===== src/rtl/bbe_pkg.sv =====
// Package bbe_pkg: shared types and the reset-time table contents for the
// bit-banged EEPROM slave. Assumes byte-wide storage.
package bbe_pkg;

    localparam int unsigned BYTE_W = 8;

    // Classification of one wire update against the stored levels.
    typedef enum logic [2:0] {
        EV_NONE      = 3'd0,
        EV_START     = 3'd1,
        EV_STOP      = 3'd2,
        EV_RISE_OK   = 3'd3,
        EV_RISE_SKEW = 3'd4
    } bus_ev_t;

    // Fixed table contents: a short header, zero everywhere else.
    function automatic logic [BYTE_W-1:0] boot_byte(input int unsigned a);
        case (a)
            0:       boot_byte = 8'h80;
            1:       boot_byte = 8'h08;
            2:       boot_byte = 8'h04;
            3:       boot_byte = 8'h0D;
            4:       boot_byte = 8'h0A;
            5:       boot_byte = 8'h01;
            6:       boot_byte = 8'h40;
            default: boot_byte = 8'h00;
        endcase
    endfunction

endpackage


===== src/rtl/bbe_rom.sv =====
// Module bbe_rom: combinational lookup into the fixed byte table.
// Assumes the table never changes after build; no write path.
module bbe_rom #(
    parameter int unsigned ADDR_W = 8
) (
    input  logic [ADDR_W-1:0]          addr,
    output logic [bbe_pkg::BYTE_W-1:0] rd_data
);
    localparam int unsigned DEPTH = 1 << ADDR_W;

    logic [bbe_pkg::BYTE_W-1:0] table_q [DEPTH];

    // Build one table entry per address.
    for (genvar i = 0; i < DEPTH; i++) begin : g_entry
        assign table_q[i] = bbe_pkg::boot_byte(i);
    end

    // Select the addressed entry.
    always_comb rd_data = table_q[addr];

endmodule


===== src/rtl/bbe_busev.sv =====
// Module bbe_busev: classifies a new SCL/SDA pair against the stored pair.
// Assumes it is evaluated only when a strobe is present; purely combinational.
module bbe_busev (
    input  logic             prev_scl,
    input  logic             prev_sda,
    input  logic             new_scl,
    input  logic             new_sda,
    output bbe_pkg::bus_ev_t ev
);
    // Start/stop take priority over edges; an edge with a moving SDA is marked skewed.
    always_comb begin
        ev = bbe_pkg::EV_NONE;
        if (prev_scl && new_scl && (prev_sda != new_sda)) begin
            ev = new_sda ? bbe_pkg::EV_STOP : bbe_pkg::EV_START;
        end else if (!prev_scl && new_scl) begin
            ev = (prev_sda == new_sda) ? bbe_pkg::EV_RISE_OK : bbe_pkg::EV_RISE_SKEW;
        end
    end

endmodule


===== src/rtl/bitbang_eeprom_slave.sv =====
// Module bitbang_eeprom_slave: slave model of a serial EEPROM fed by sampled
// wire levels. One step counter sequences command bits, acknowledges,
// address bits and read data. Assumes one update per strobe and a host that
// reads sda_out back as the wire level.
module bitbang_eeprom_slave #(
    parameter int unsigned ADDR_W = 8
) (
    input  logic clk,
    input  logic rst_n,
    input  logic upd_valid,
    input  logic scl_in,
    input  logic sda_in,
    output logic sda_out
);
    import bbe_pkg::*;

    localparam int unsigned CMD_END  = BYTE_W + 1;        // count after last command bit
    localparam int unsigned ADDR_END = CMD_END + ADDR_W;  // count after last address bit
    localparam int unsigned TICK_W   = $clog2(ADDR_END + 1);

    logic              scl_q, sda_q;
    logic [TICK_W-1:0] tick_q, tick_n;
    logic              ack_q, ack_n;
    logic [BYTE_W-1:0] cmd_q, cmd_n;
    logic [ADDR_W-1:0] addr_q, addr_n;
    logic [BYTE_W-1:0] data_q, data_n;
    logic              drv_n;
    logic [BYTE_W-1:0] rom_byte;
    bus_ev_t           ev;

    bbe_busev u_ev (
        .prev_scl (scl_q),
        .prev_sda (sda_q),
        .new_scl  (scl_in),
        .new_sda  (sda_in),
        .ev       (ev)
    );

    bbe_rom #(.ADDR_W(ADDR_W)) u_rom (
        .addr    (addr_n),
        .rd_data (rom_byte)
    );

    // Next-state sequencing for one wire update.
    always_comb begin
        tick_n = tick_q;
        ack_n  = ack_q;
        cmd_n  = cmd_q;
        addr_n = addr_q;
        data_n = data_q;
        drv_n  = sda_in;
        if (ev == EV_START) begin
            tick_n = TICK_W'(1);
            cmd_n  = '0;
        end else if (ev == EV_STOP) begin
            tick_n = tick_q;
        end else if (tick_q == '0 && !ack_q) begin
            tick_n = tick_q;
        end else if (ev == EV_RISE_OK || ev == EV_RISE_SKEW) begin
            if (ack_q) begin
                drv_n = 1'b0;
                ack_n = 1'b0;
            end else if (ev == EV_RISE_OK) begin
                if (tick_q < TICK_W'(CMD_END)) begin
                    cmd_n  = {cmd_q[BYTE_W-2:0], sda_in};
                    tick_n = tick_q + 1'b1;
                    if (tick_q == TICK_W'(CMD_END - 1)) ack_n = 1'b1;
                end else begin
                    if (cmd_q[0]) drv_n = data_q[BYTE_W-1];
                    addr_n = {addr_q[ADDR_W-2:0], sda_in};
                    data_n = {data_q[BYTE_W-2:0], 1'b0};
                    tick_n = tick_q + 1'b1;
                    if (tick_q == TICK_W'(ADDR_END - 1)) begin
                        data_n = rom_byte;
                        ack_n  = 1'b1;
                        tick_n = '0;
                    end
                end
            end
        end
    end

    // Register the update when a strobe arrives.
    always_ff @(posedge clk) begin
        if (!rst_n) begin
            scl_q  <= 1'b1;
            sda_q  <= 1'b1;
            tick_q <= '0;
            ack_q  <= 1'b0;
            cmd_q  <= '0;
            addr_q <= '0;
            data_q <= '0;
        end else if (upd_valid) begin
            scl_q  <= scl_in;
            sda_q  <= drv_n;
            tick_q <= tick_n;
            ack_q  <= ack_n;
            cmd_q  <= cmd_n;
            addr_q <= addr_n;
            data_q <= data_n;
        end
    end

    // The host sees the last stored data-wire level.
    assign sda_out = sda_q;

    // a start restarts the command phase.
    a_r2_start_restarts: assert property (@(posedge clk) disable iff (!rst_n)
        (upd_valid && scl_q && scl_in && sda_q && !sda_in) |=> (tick_q == TICK_W'(1) && cmd_q == '0));

    // idle state ignores everything but a start.
    a_r3_idle_ignores: assert property (@(posedge clk) disable iff (!rst_n)
        (upd_valid && tick_q == '0 && !ack_q && !(scl_q && scl_in && sda_q && !sda_in))
        |=> (tick_q == '0 && !ack_q && sda_out == $past(sda_in)));

    // a rising edge with a pending acknowledge pulls the wire low.
    a_r5_ack_drives_low: assert property (@(posedge clk) disable iff (!rst_n)
        (upd_valid && ack_q && !scl_q && scl_in) |=> (!sda_out && !ack_q));

    // the step counter never passes the last address step.
    a_r6_tick_bounded: assert property (@(posedge clk) disable iff (!rst_n)
        tick_q < TICK_W'(ADDR_END));

    // nothing moves without a strobe.
    a_r10_hold_idle: assert property (@(posedge clk) disable iff (!rst_n)
        !upd_valid |=> ($stable(sda_out) && $stable(tick_q) && $stable(ack_q)));

endmodule


===== config.mk =====
export PLATFORM = sky130hd
export DESIGN_NAME = bitbang_eeprom_slave
export DESIGN_NICKNAME = d
export VERILOG_FILES = /design/src/rtl/bbe_pkg.sv /design/src/rtl/bbe_rom.sv /design/src/rtl/bbe_busev.sv /design/src/rtl/bitbang_eeprom_slave.sv
export SDC_FILE = /design/constraint.sdc
export NUM_CORES = 1
export LEC_CHECK = 0
export BUFFER_PORTS_ARGS = -buffer_cell sky130_fd_sc_hd__clkbuf_2
export CORE_MARGIN = 4
export CORE_UTILIZATION = 45
export DETAILED_ROUTE_END_ITERATION = 8
export GPL_TIMING_DRIVEN = 0
export PLACE_DENSITY_LB_ADDON = 0.2
export SYNTH_ARGS = -nofsm -noshare
export SYNTH_HDL_FRONTEND = slang
export SYNTH_SLANG_ARGS = --single-unit

===== constraint.sdc =====
create_clock -name clk -period 2.4 [get_ports clk]
set_input_delay 0.24 -clock clk [delete_from_list [all_inputs] [get_ports clk]]
set_output_delay 0.24 -clock clk [all_outputs]
set_load 0.01 [all_outputs]

==> flow_summary_export.csv, run 1 <==
group,metric,value,unit
logic_synthesis,synth-async-reset-ratio,0,%
finish,final_util,50.04,%
die,floorplan.io_pins,6,
finish,diodes,0,
routing,detail-route-antenna-nets,0,
outcome,status,"completed",
sta,timing.final.hold_violations,0,
global_route,grt_overflow_total,0,
placed_design,dp_hpwl,2312,µm
placed_design,numPortBuffers,3,
global_route,grt_usage,16.15,%
sta,finalSetupViolCount,0,
routing,routed_wl,3063,µm
logic_synthesis,mean_post_synth_cell_area,8.126,µm²
clock_network,postCtsResizedCells,0,
logic_synthesis,synth_area_leaders,"sky130_fd_sc_hd__dfxtp_1, sky130_fd_sc_hd__nand2_1, sky130_fd_sc_hd__a21boi_0",
logic_synthesis,synth-warning-count,0,
logic_synthesis,synth-seq-area-share,35.00,%
global_route,first_global_vias,1209,
logic_synthesis,synth_top_area_share,35.00,%
die,std_cell_rows,20,
clock_network,path_clk_slew,140,ps
job,timing.max_cap.violations,0,
finish,layout_cell_share_with_drive_strength_beyond_1,12.57,%
setup_path,crit_buf_inv,1,
sta,worst-slew-pin-transition,456.7,ps
die,floorplan.die_area,4144,µm²
global_route,antenna_found_initial,0,
logic_synthesis,synth_area_leader_cell,"sky130_fd_sc_hd__dfxtp_1",
pwr,vdd_drop_max,0.2548,mV
setup_path,setup.worst_path.end_class,"flop",
routing,detailroute.via_count,1291,
logic_synthesis,postSynthRegisterBits,25,
sta,rsz_0062_raised_after_global_routing,"false",
die,die_h,64.38,µm
finish,num-nets-final,191,
logic_synthesis,netlist_area,1430,µm²
routing,viasPerCell,5.687,
clock_network,clock_path_buffers,2,
die,core_area,3053,µm²
sta,report.final.slew_viol_count,0,
die,floorplan.initialDensity,46.84,%
clock_network,htree_num_levels,1,
worst_hold_path,hp-class,"primary input to flop",
placed_design,finalWeightedCongestion,0.8232,
sta,max_slew_margin,69.49,%
routing,drt_drc_violations_left,0,
setup_path,critical_path.top_delay_family,"simple AND/OR/NAND/NOR gates",
setup_path,slowest_delay,440,ps
pwr,power.density_cell_area,444.8,nW/µm²
logic_synthesis,syn_nets,183,
logic_synthesis,postSynthCellCount,176,
clock_network,post-cts-setup-buffer-count,0,
finish,fill_cells,318,
pwr,leakage,0.5434,nW
die,die-width,64.38,µm
clock_network,cts.sinks,25,
setup_path,timing.critical_path.required,2680,ps
clock_network,clock_insertion_delay_worst_skew,330,ps
clock_network,tritoncts,"yes",
sta,clock.fmax,513.2,MHz
global_route,grt_max_degree,15,
setup_path,critical_path_start_type,"flop",
sta,timing.final.crit_period,1948,ps
setup_path,crit_path_cell_trace,"inv_1 > ha_1 > nor3b_1 > a211oi_2 > nand3_1 > or3_1 > a21boi_1",
clock_network,holdBufCountCts,0,
logic_synthesis,ys_types,49,
routing,drt_pass1_iterations,4,
logic_synthesis,synth_edf_count,0,
setup_path,cp.arrival,2220,ps
finish,area_growth,6.824,%
setup_path,worst-r2r-setup-slack,450,ps
clock_network,clock-root-buffer,"sky130_fd_sc_hd__clkbuf_4",
global_route,grt_pass1_wl,5382,µm
sta,setup_total_negative_slack,0,ps
clock_network,tritoncts.num_buffers,3,
setup_path,critical_path_class,"flop to flop",
routing,wire_per_inst,13.49,µm
routing,drt_first_iter_violations,45,
setup_path,slowest_stage,"sky130_fd_sc_hd__dfxtp_1",
sta,final.period_utilization,81.19,%
setup_path,top_fanout_value_on_the_critical_path,6,
logic_synthesis,synth_top_flop_cell,"sky130_fd_sc_hd__dfxtp_1",
sta,clock_skews,5.573,ps
state kept, by name (all words and copies together), names as in the netlist:
name,count
sda_out,1
addr_q,8
ack_q,1
data_q,8
tick_q,5
cmd_q,1
scl_q,1
where the power goes:
| group | total (W) | internal (W) | switching (W) |
|---|---|---|---|
| registers | 0.000425 | 0.000419 | 0.00000611 |
| logic | 0.0000582 | 0.0000235 | 0.0000346 |
| clock network | 0.000196 | 0.0000627 | 0.000134 |
| total | 0.000680 | 0.000505 | 0.000174 |
metal layers:
metal  global-route usage [%]  routed length (µm)  vias up
met5                        0                   0        -
met4                    3.958                  31        0
met3                    4.218                 116        5
met2                    28.09                1420       25
met1                    19.70                1495      615
li1                         -                   -      646
cells in the mapped netlist (4+ instances only):
| cell type | instances |
|---|---|
| sky130_fd_sc_hd__nand2_1 | 30 |
| sky130_fd_sc_hd__dfxtp_1 | 25 |
| sky130_fd_sc_hd__a21boi_0 | 9 |
| sky130_fd_sc_hd__a21oi_1 | 9 |
| sky130_fd_sc_hd__o21ai_0 | 9 |
| sky130_fd_sc_hd__clkbuf_1 | 7 |
| sky130_fd_sc_hd__nand3_1 | 7 |
| sky130_fd_sc_hd__nor2_1 | 6 |
| sky130_fd_sc_hd__inv_1 | 5 |
| sky130_fd_sc_hd__mux2i_1 | 5 |
| sky130_fd_sc_hd__a21boi_1 | 4 |
| sky130_fd_sc_hd__nor2b_1 | 4 |
cells in the final DEF (no fill, tap or decap), drive strengths merged, types with 2 or more instances in the layout:
cell / netlist / layout
clkbuf: 7 / 13
nor2: 6 / 6
or4: 3 / 3
nor3: 5 / 5
nand4: 3 / 3
nor3b: 2 / 2
inv: 5 / 5
or3: 3 / 3
nand3: 7 / 7
nor2b: 4 / 4
a31o: 2 / 2
o21ai: 12 / 12
ha: 2 / 2
a21boi: 13 / 13
xor2: 2 / 2
buf: 6 / 6
o211ai: 2 / 2
nand3b: 2 / 2
a21oi: 9 / 9
mux2i: 5 / 5
a41o: 2 / 2
nand2: 30 / 30
dfxtp: 25 / 25
metrics by stage:
stage          total power, W  std cells  hold slack, ps  instance area, µm²  worst slack, ps
5_1_grt             0.0007101        227           181.6                1528            272.8
2_1_floorplan       0.0004757        176           368.5                1430            674.7
3_5_place_dp        0.0004917        223           457.8                1500            469.1
3_3_place_gp        0.0004899        223           448.9                1500            520.5
4_1_cts             0.0006842        227           173.2                1528            434.0
6_report            0.0006796        227           172.2                1528            451.6
worst register-to-register path, stage by stage, from the launching register on:
cell and delay, ps:
sky130_fd_sc_hd__dfxtp_1 440, sky130_fd_sc_hd__inv_1 90, sky130_fd_sc_hd__ha_1 220, sky130_fd_sc_hd__nor3b_1 180
sky130_fd_sc_hd__a211oi_2 290, sky130_fd_sc_hd__nand3_1 160, sky130_fd_sc_hd__or3_1 380, sky130_fd_sc_hd__a21boi_1 130
cell families after synthesis:
| family | count (synthesis) | synth area share (%) |
|---|---|---|
| AO/OA/AOI/OAI | 50 | 24.41 |
| XOR/XNOR | 3 | 1.838 |
| adder cells (fa/ha/maj) | 2 | 1.750 |
| buffers and inverters | 18 | 6.037 |
| flip-flops | 25 | 35.00 |
| multiplexers | 5 | 3.500 |
| AND/OR/NAND/NOR | 73 | 27.47 |
worst paths after layout:
path / from / to / cells after the start
hold / removal: scl_in / scl_q / 3
hold reg to reg: data_q[0] / data_q[0] / 2
setup / recovery: tick_q[0] / tick_q[4] / 7
setup reg to reg: tick_q[0] / tick_q[4] / 7
cell type report:
type                       count  area, µm²  area share [%]
multi-input combinational    133      843.3           55.20
clock inverter                 1      5.005          0.3276
buffer                        13      67.56           4.423
timing repair buffer           3      15.01          0.9828
inverter                       5      18.77           1.228
tap                           44      55.05           3.604
clock buffer                   3      22.52           1.474
sequential                    25      500.5           32.76
Note: power is estimated with default switching activity, not from simulation.
==> inputs of run 2 (changes only) <==
clock period = 2 ns   (was 2.4 ns; I/O delays follow)
==> flow_summary_export.csv, run 2 (synthesis results as in run 1) <==
group,metric,value,unit
setup_path,cp.arrival,2160,ps
finish,area_growth,8.049,%
placed_design,finalWeightedCongestion,0.8232,
global_route,grt_busiest_layer,"met2",
global_route,met2_capacity_usage_during_global_routing,28.09,%
die,floorplan.die_area,4144,µm²
sta,report.final.slew_viol_count,0,
die,core_area,3053,µm²
global_route,first_global_vias,1209,
setup_path,timing.critical_path.required,2280,ps
pwr,vdd_drop_max,0.3024,mV
clock_network,path_clk_slew,140,ps
clock_network,tritoncts,"yes",
die,floorplan.io_pins,6,
finish,layout_commonest_cell,"sky130_fd_sc_hd__nand2_1",
setup_path,top_fanout_value_on_the_critical_path,6,
sta,timing.final.crit_period,1881,ps
setup_path,critical_path_class,"flop to flop",
sta,setup_total_negative_slack,0,ps
global_route,grt_overflow_total,0,
clock_network,tritoncts.num_buffers,3,
routing,detail-route-antenna-nets,0,
worst_hold_path,hp-class,"primary input to flop",
routing,drt_drc_violations_left,0,
routing,wire_per_inst,13.58,µm
sta,clock_skews,8.246,ps
setup_path,setup.worst_path.end_class,"flop",
setup_path,critical_path_start_type,"flop",
global_route,grt_pass1_wl,5382,µm
sta,clock.fmax,531.6,MHz
clock_network,htree_num_levels,1,
routing,drt_first_iter_violations,38,
global_route,m3_gr_usage,4.218,%
finish,layout_top_registers,"addr_q: 8 flops, data_q: 8 flops, tick_q: 5 flops",
global_route,antenna_found_initial,0,
setup_path,reg2reg_from,"tick_q[0]",
setup_path,startpoint_of_the_worst_setup_timing_path,"tick_q[0]",
clock_network,clock_insertion_delay_worst_skew,330,ps
setup_path,slowest_stage,"sky130_fd_sc_hd__dfxtp_4",
global_route,grt_usage,16.15,%
worst_hold_path,min_from,"scl_in",
placed_design,numPortBuffers,3,
die,std_cell_rows,20,
clock_network,holdBufCountCts,0,
sta,worst-slew-pin-transition,470.2,ps
sta,finalSetupViolCount,0,
finish,num-nets-final,192,
finish,layout_cell_share_with_drive_strength_beyond_1,14.67,%
pwr,leakage,0.5514,nW
routing,routed_wl,3096,µm
job,timing.max_cap.violations,0,
sta,timing.final.hold_violations,0,
placed_design,dp_hpwl,2312,µm
clock_network,clock-root-buffer,"sky130_fd_sc_hd__clkbuf_4",
routing,detailroute.via_count,1284,
pwr,total_power,0.0008143,W
routing,drt_pass1_iterations,4,
finish,fill_cells,313,
global_route,grtUsageMet1,19.70,%
sta,rsz_0062_raised_after_global_routing,"false",
setup_path,critical_path.top_delay_family,"simple AND/OR/NAND/NOR gates",
pwr,power.density_cell_area,527.0,nW/µm²
die,floorplan.initialDensity,46.84,%
finish,layout.cells.most_common_list,"sky130_fd_sc_hd__nand2_1, sky130_fd_sc_hd__dfxtp_1, sky130_fd_sc_hd__a21boi_0, sky130_fd_sc_hd__a21oi_1, sky130_fd_sc_hd__o21ai_0",
setup_path,crit_buf_inv,1,
sta,max_slew_margin,68.65,%
global_route,grt_max_degree,15,
clock_network,cts.sinks,25,
routing,viasPerCell,5.632,
setup_path,crit_path_cell_trace,"inv_1 > ha_1 > nor3b_2 > a211oi_2 > nand3_1 > or3_1 > a21boi_1",
die,die_h,64.38,µm
setup_path,slowest_delay,400,ps
finish,diodes,0,
clock_network,clock_path_buffers,2,
outcome,status,"completed",
sta,final.period_utilization,94.06,%
die,die-width,64.38,µm
## run 2: cell count changes in the layout (fill, tap and decap cells not counted)
| cell | previous run | this run |
|---|---|---|
| sky130_fd_sc_hd__dfxtp_4 | 0 | 1 |
| sky130_fd_sc_hd__dfxtp_1 | 25 | 23 |
| sky130_fd_sc_hd__buf_4 | 2 | 3 |
| sky130_fd_sc_hd__nor3b_1 | 1 | 0 |
| sky130_fd_sc_hd__nor3b_2 | 1 | 2 |
| sky130_fd_sc_hd__dfxtp_2 | 0 | 1 |
## run 2: worst min-delay path, cell delays in order
cell and delay [ps]:
sky130_fd_sc_hd__clkbuf_2 110, sky130_fd_sc_hd__mux2i_1 70, sky130_fd_sc_hd__nand2_1 60
## run 2: area by class of cell
cell class              instances  area (µm²)  share of cell area [%]
plain buffers                  13       67.56                   4.372
clock buffers                   3       22.52                   1.457
clock inverters                 1       5.005                  0.3239
inverters                       5       18.77                   1.215
multi-input cells             133       848.3                   54.90
flip-flops and latches         25       505.5                   32.71
well taps                      44       55.05                   3.563
repair buffers                  4       22.52                   1.457
## run 2: layer usage
metal,vias up,wire (µm)
met3,4,98
met5,-,0
met4,0,25
li1,647,-
met1,614,1527
met2,19,1444
## run 2: power breakdown
group          switching [W]  internal (W)
Clock               0.000159     0.0000752
Sequential        0.00000744      0.000502
Combinational      0.0000417     0.0000286
## run 2: stage by stage
stage | hold slack (ps) | util (%) | area (µm²) | std cells | setup WS [ps]
final | 133.2 | 50.61 | 1545 | 228 | 118.8
after global routing | 142.5 | 50.61 | 1545 | 228 | 4.343
after CTS | 133.2 | 50.04 | 1528 | 227 | 34.00
after detailed placement | 457.8 | 49.14 | 1500 | 223 | 69.14
after global placement | 448.9 | 49.14 | 1500 | 223 | 120.5
after floorplan | 328.5 | - | 1430 | 176 | 274.7
## run 2: path summary, 6_finish.rpt
| path | to | slack [ps] | cells after the start |
|---|---|---|---|
| max reg2reg | tick_q[3] | 120 | 7 |
| min | scl_q | 130 | 3 |
| max | tick_q[3] | 120 | 7 |
| min reg2reg | data_q[0] | 470 | 2 |
## run 2: repair_timing
action                     CTS  global route
setup endpoints to repair    0             6
buffers inserted             0             1
resized for setup            0             4
==> inputs of run 3 (changes only) <==
CORE_UTILIZATION = 25   (was 45)
==> flow_summary_export.csv, run 3 (synthesis results as in run 1) <==
group,metric,value,unit
outcome,status,"completed",
global_route,antenna_found_initial,0,
routing,drt_pass1_iterations,4,
sta,report.final.slew_viol_count,0,
placed_design,finalWeightedCongestion,0.8155,
pwr,power.density_cell_area,562.8,nW/µm²
setup_path,slowest_stage,"sky130_fd_sc_hd__a2111o_1",
finish,layout_top_registers,"addr_q: 8 flops, data_q: 8 flops, tick_q: 5 flops",
finish,layout_cell_share_with_drive_strength_beyond_1,17.30,%
clock_network,clock_insertion_delay_worst_skew,280,ps
die,floorplan.io_pins,6,
sta,final_critical_path_setup_slack,117.8,ps
global_route,grt_max_degree,16,
setup_path,reg2reg_from,"tick_q[2]",
finish,area_growth,13.74,%
setup_path,critical_path.top_delay_family,"compound AO/OA/AOI/OAI gates",
clock_network,cts.sinks,25,
setup_path,crit_buf_inv,1,
clock_network,htree_num_levels,1,
clock_network,tritoncts,"yes",
clock_network,clock_path_buffers,2,
clock_network,holdBufCountCts,0,
setup_path,top_fanout_value_on_the_critical_path,8,
worst_hold_path,hp-class,"primary input to flop",
die,core_area,5540,µm²
global_route,first_global_vias,1193,
sta,clock.fmax,531.3,MHz
die,die-width,83.64,µm
die,floorplan.initialDensity,25.81,%
pwr,vdd_drop_max,0.2082,mV
setup_path,setup.worst_path.end_class,"flop",
clock_network,path_clk_slew,100,ps
setup_path,crit_path_cell_trace,"o31a_1 > buf_4 > o211ai_1 > nand2_1 > a2111o_1 > a31oi_1",
worst_hold_path,min_from,"scl_in",
routing,detail-route-antenna-nets,0,
sta,clock_skews,6.678,ps
setup_path,critical_path_class,"flop to flop",
routing,detailroute.via_count,1242,
sta,final.period_utilization,94.11,%
setup_path,critical_path_start_type,"flop",
setup_path,worst-r2r-setup-slack,120,ps
job,timing.max_cap.violations,0,
global_route,grt_overflow_total,0,
placed_design,numPortBuffers,3,
die,die_h,83.64,µm
sta,timing.final.crit_period,1882,ps
clock_network,tritoncts.num_buffers,3,
routing,drt_first_iter_violations,65,
routing,viasPerCell,4.833,
sta,finalSetupViolCount,0,
setup_path,cp.arrival,2100,ps
sta,worst-slew-pin-transition,475.6,ps
global_route,grt_pass1_wl,6044,µm
routing,drt_drc_violations_left,0,
die,floorplan.die_area,6995,µm²
clock_network,clock-root-buffer,"sky130_fd_sc_hd__clkbuf_8",
routing,wire_per_inst,14.12,µm
finish,num-nets-final,193,
finish,diodes,0,
setup_path,slowest_delay,460,ps
placed_design,pre_cts_slack,0.9353,ps
finish,layout_commonest_cell,"sky130_fd_sc_hd__nand2_1",
pwr,leakage,0.5683,nW
sta,max_slew_margin,68.00,%
die,std_cell_rows,27,
setup_path,startpoint_of_the_worst_setup_timing_path,"tick_q[2]",
sta,timing.final.hold_violations,0,
global_route,grt_usage,10.52,%
placed_design,dp_hpwl,2596,µm
sta,setup_total_negative_slack,0,ps
finish,layout.cells.most_common_list,"sky130_fd_sc_hd__nand2_1, sky130_fd_sc_hd__dfxtp_1, sky130_fd_sc_hd__a21boi_0, sky130_fd_sc_hd__a21oi_1, sky130_fd_sc_hd__o21ai_0",
routing,routed_wl,3630,µm
sta,rsz_0062_raised_after_global_routing,"false",
setup_path,timing.critical_path.required,2220,ps
run 3: report_power, final:
part / switching [W] / internal (W)
Combinational: 0.0000439 / 0.0000293
Sequential: 0.00000752 / 0.000501
Clock: 0.000191 / 0.000142
run 3: routing by layer:
metal | vias to the layer above | GRT usage, % | wire [µm]
li1 | 651 | - | -
met1 | 567 | 14.55 | 1903
met2 | 17 | 15.91 | 1533
met3 | 7 | 3.060 | 150
met4 | 0 | 2.778 | 43
met5 | - | 0 | 0
run 3: final timing paths:
kind | end | cells past startpoint
max | data_q[3] | 6
max reg2reg | data_q[3] | 6
min | scl_q | 3
min reg2reg | data_q[0] | 2
run 3: tightest hold or removal path: stages:
cell and delay (ps):
sky130_fd_sc_hd__clkbuf_2 120, sky130_fd_sc_hd__mux2i_1 70, sky130_fd_sc_hd__nand2_1 50
run 3: timing repair:
item                                    4_1_cts  5_1_grt
gates resized for setup                       2        8
endpoints found under the setup margin        3       13
pin swaps                                     2        1
setup buffers                                 0        2
run 3: cell type report:
cell class / instances / area (µm²)
tap: 72 / 90.09
fill: 622 / 3914
inverter: 5 / 18.77
multi-input combinational: 133 / 863.3
timing repair buffer: 5 / 30.03
clock inverter: 1 / 7.507
sequential: 25 / 506.7
buffer: 13 / 68.82
clock buffer: 3 / 41.29
run 3: per-stage QoR:
step | std cells | hold slack [ps] | instance area, µm² | utilization [%] | power, W
6_report | 257 | 189.0 | 1627 | 29.36 | 0.0009155
5_1_grt | 257 | 196.3 | 1627 | 29.36 | 0.0009560
2_1_floorplan | 176 | 328.5 | 1430 | - | 0.0005708
4_1_cts | 255 | 183.2 | 1587 | 28.64 | 0.0009248
3_3_place_gp | 251 | 451.4 | 1535 | 27.71 | 0.0005928
3_5_place_dp | 251 | 456.2 | 1535 | 27.71 | 0.0005929
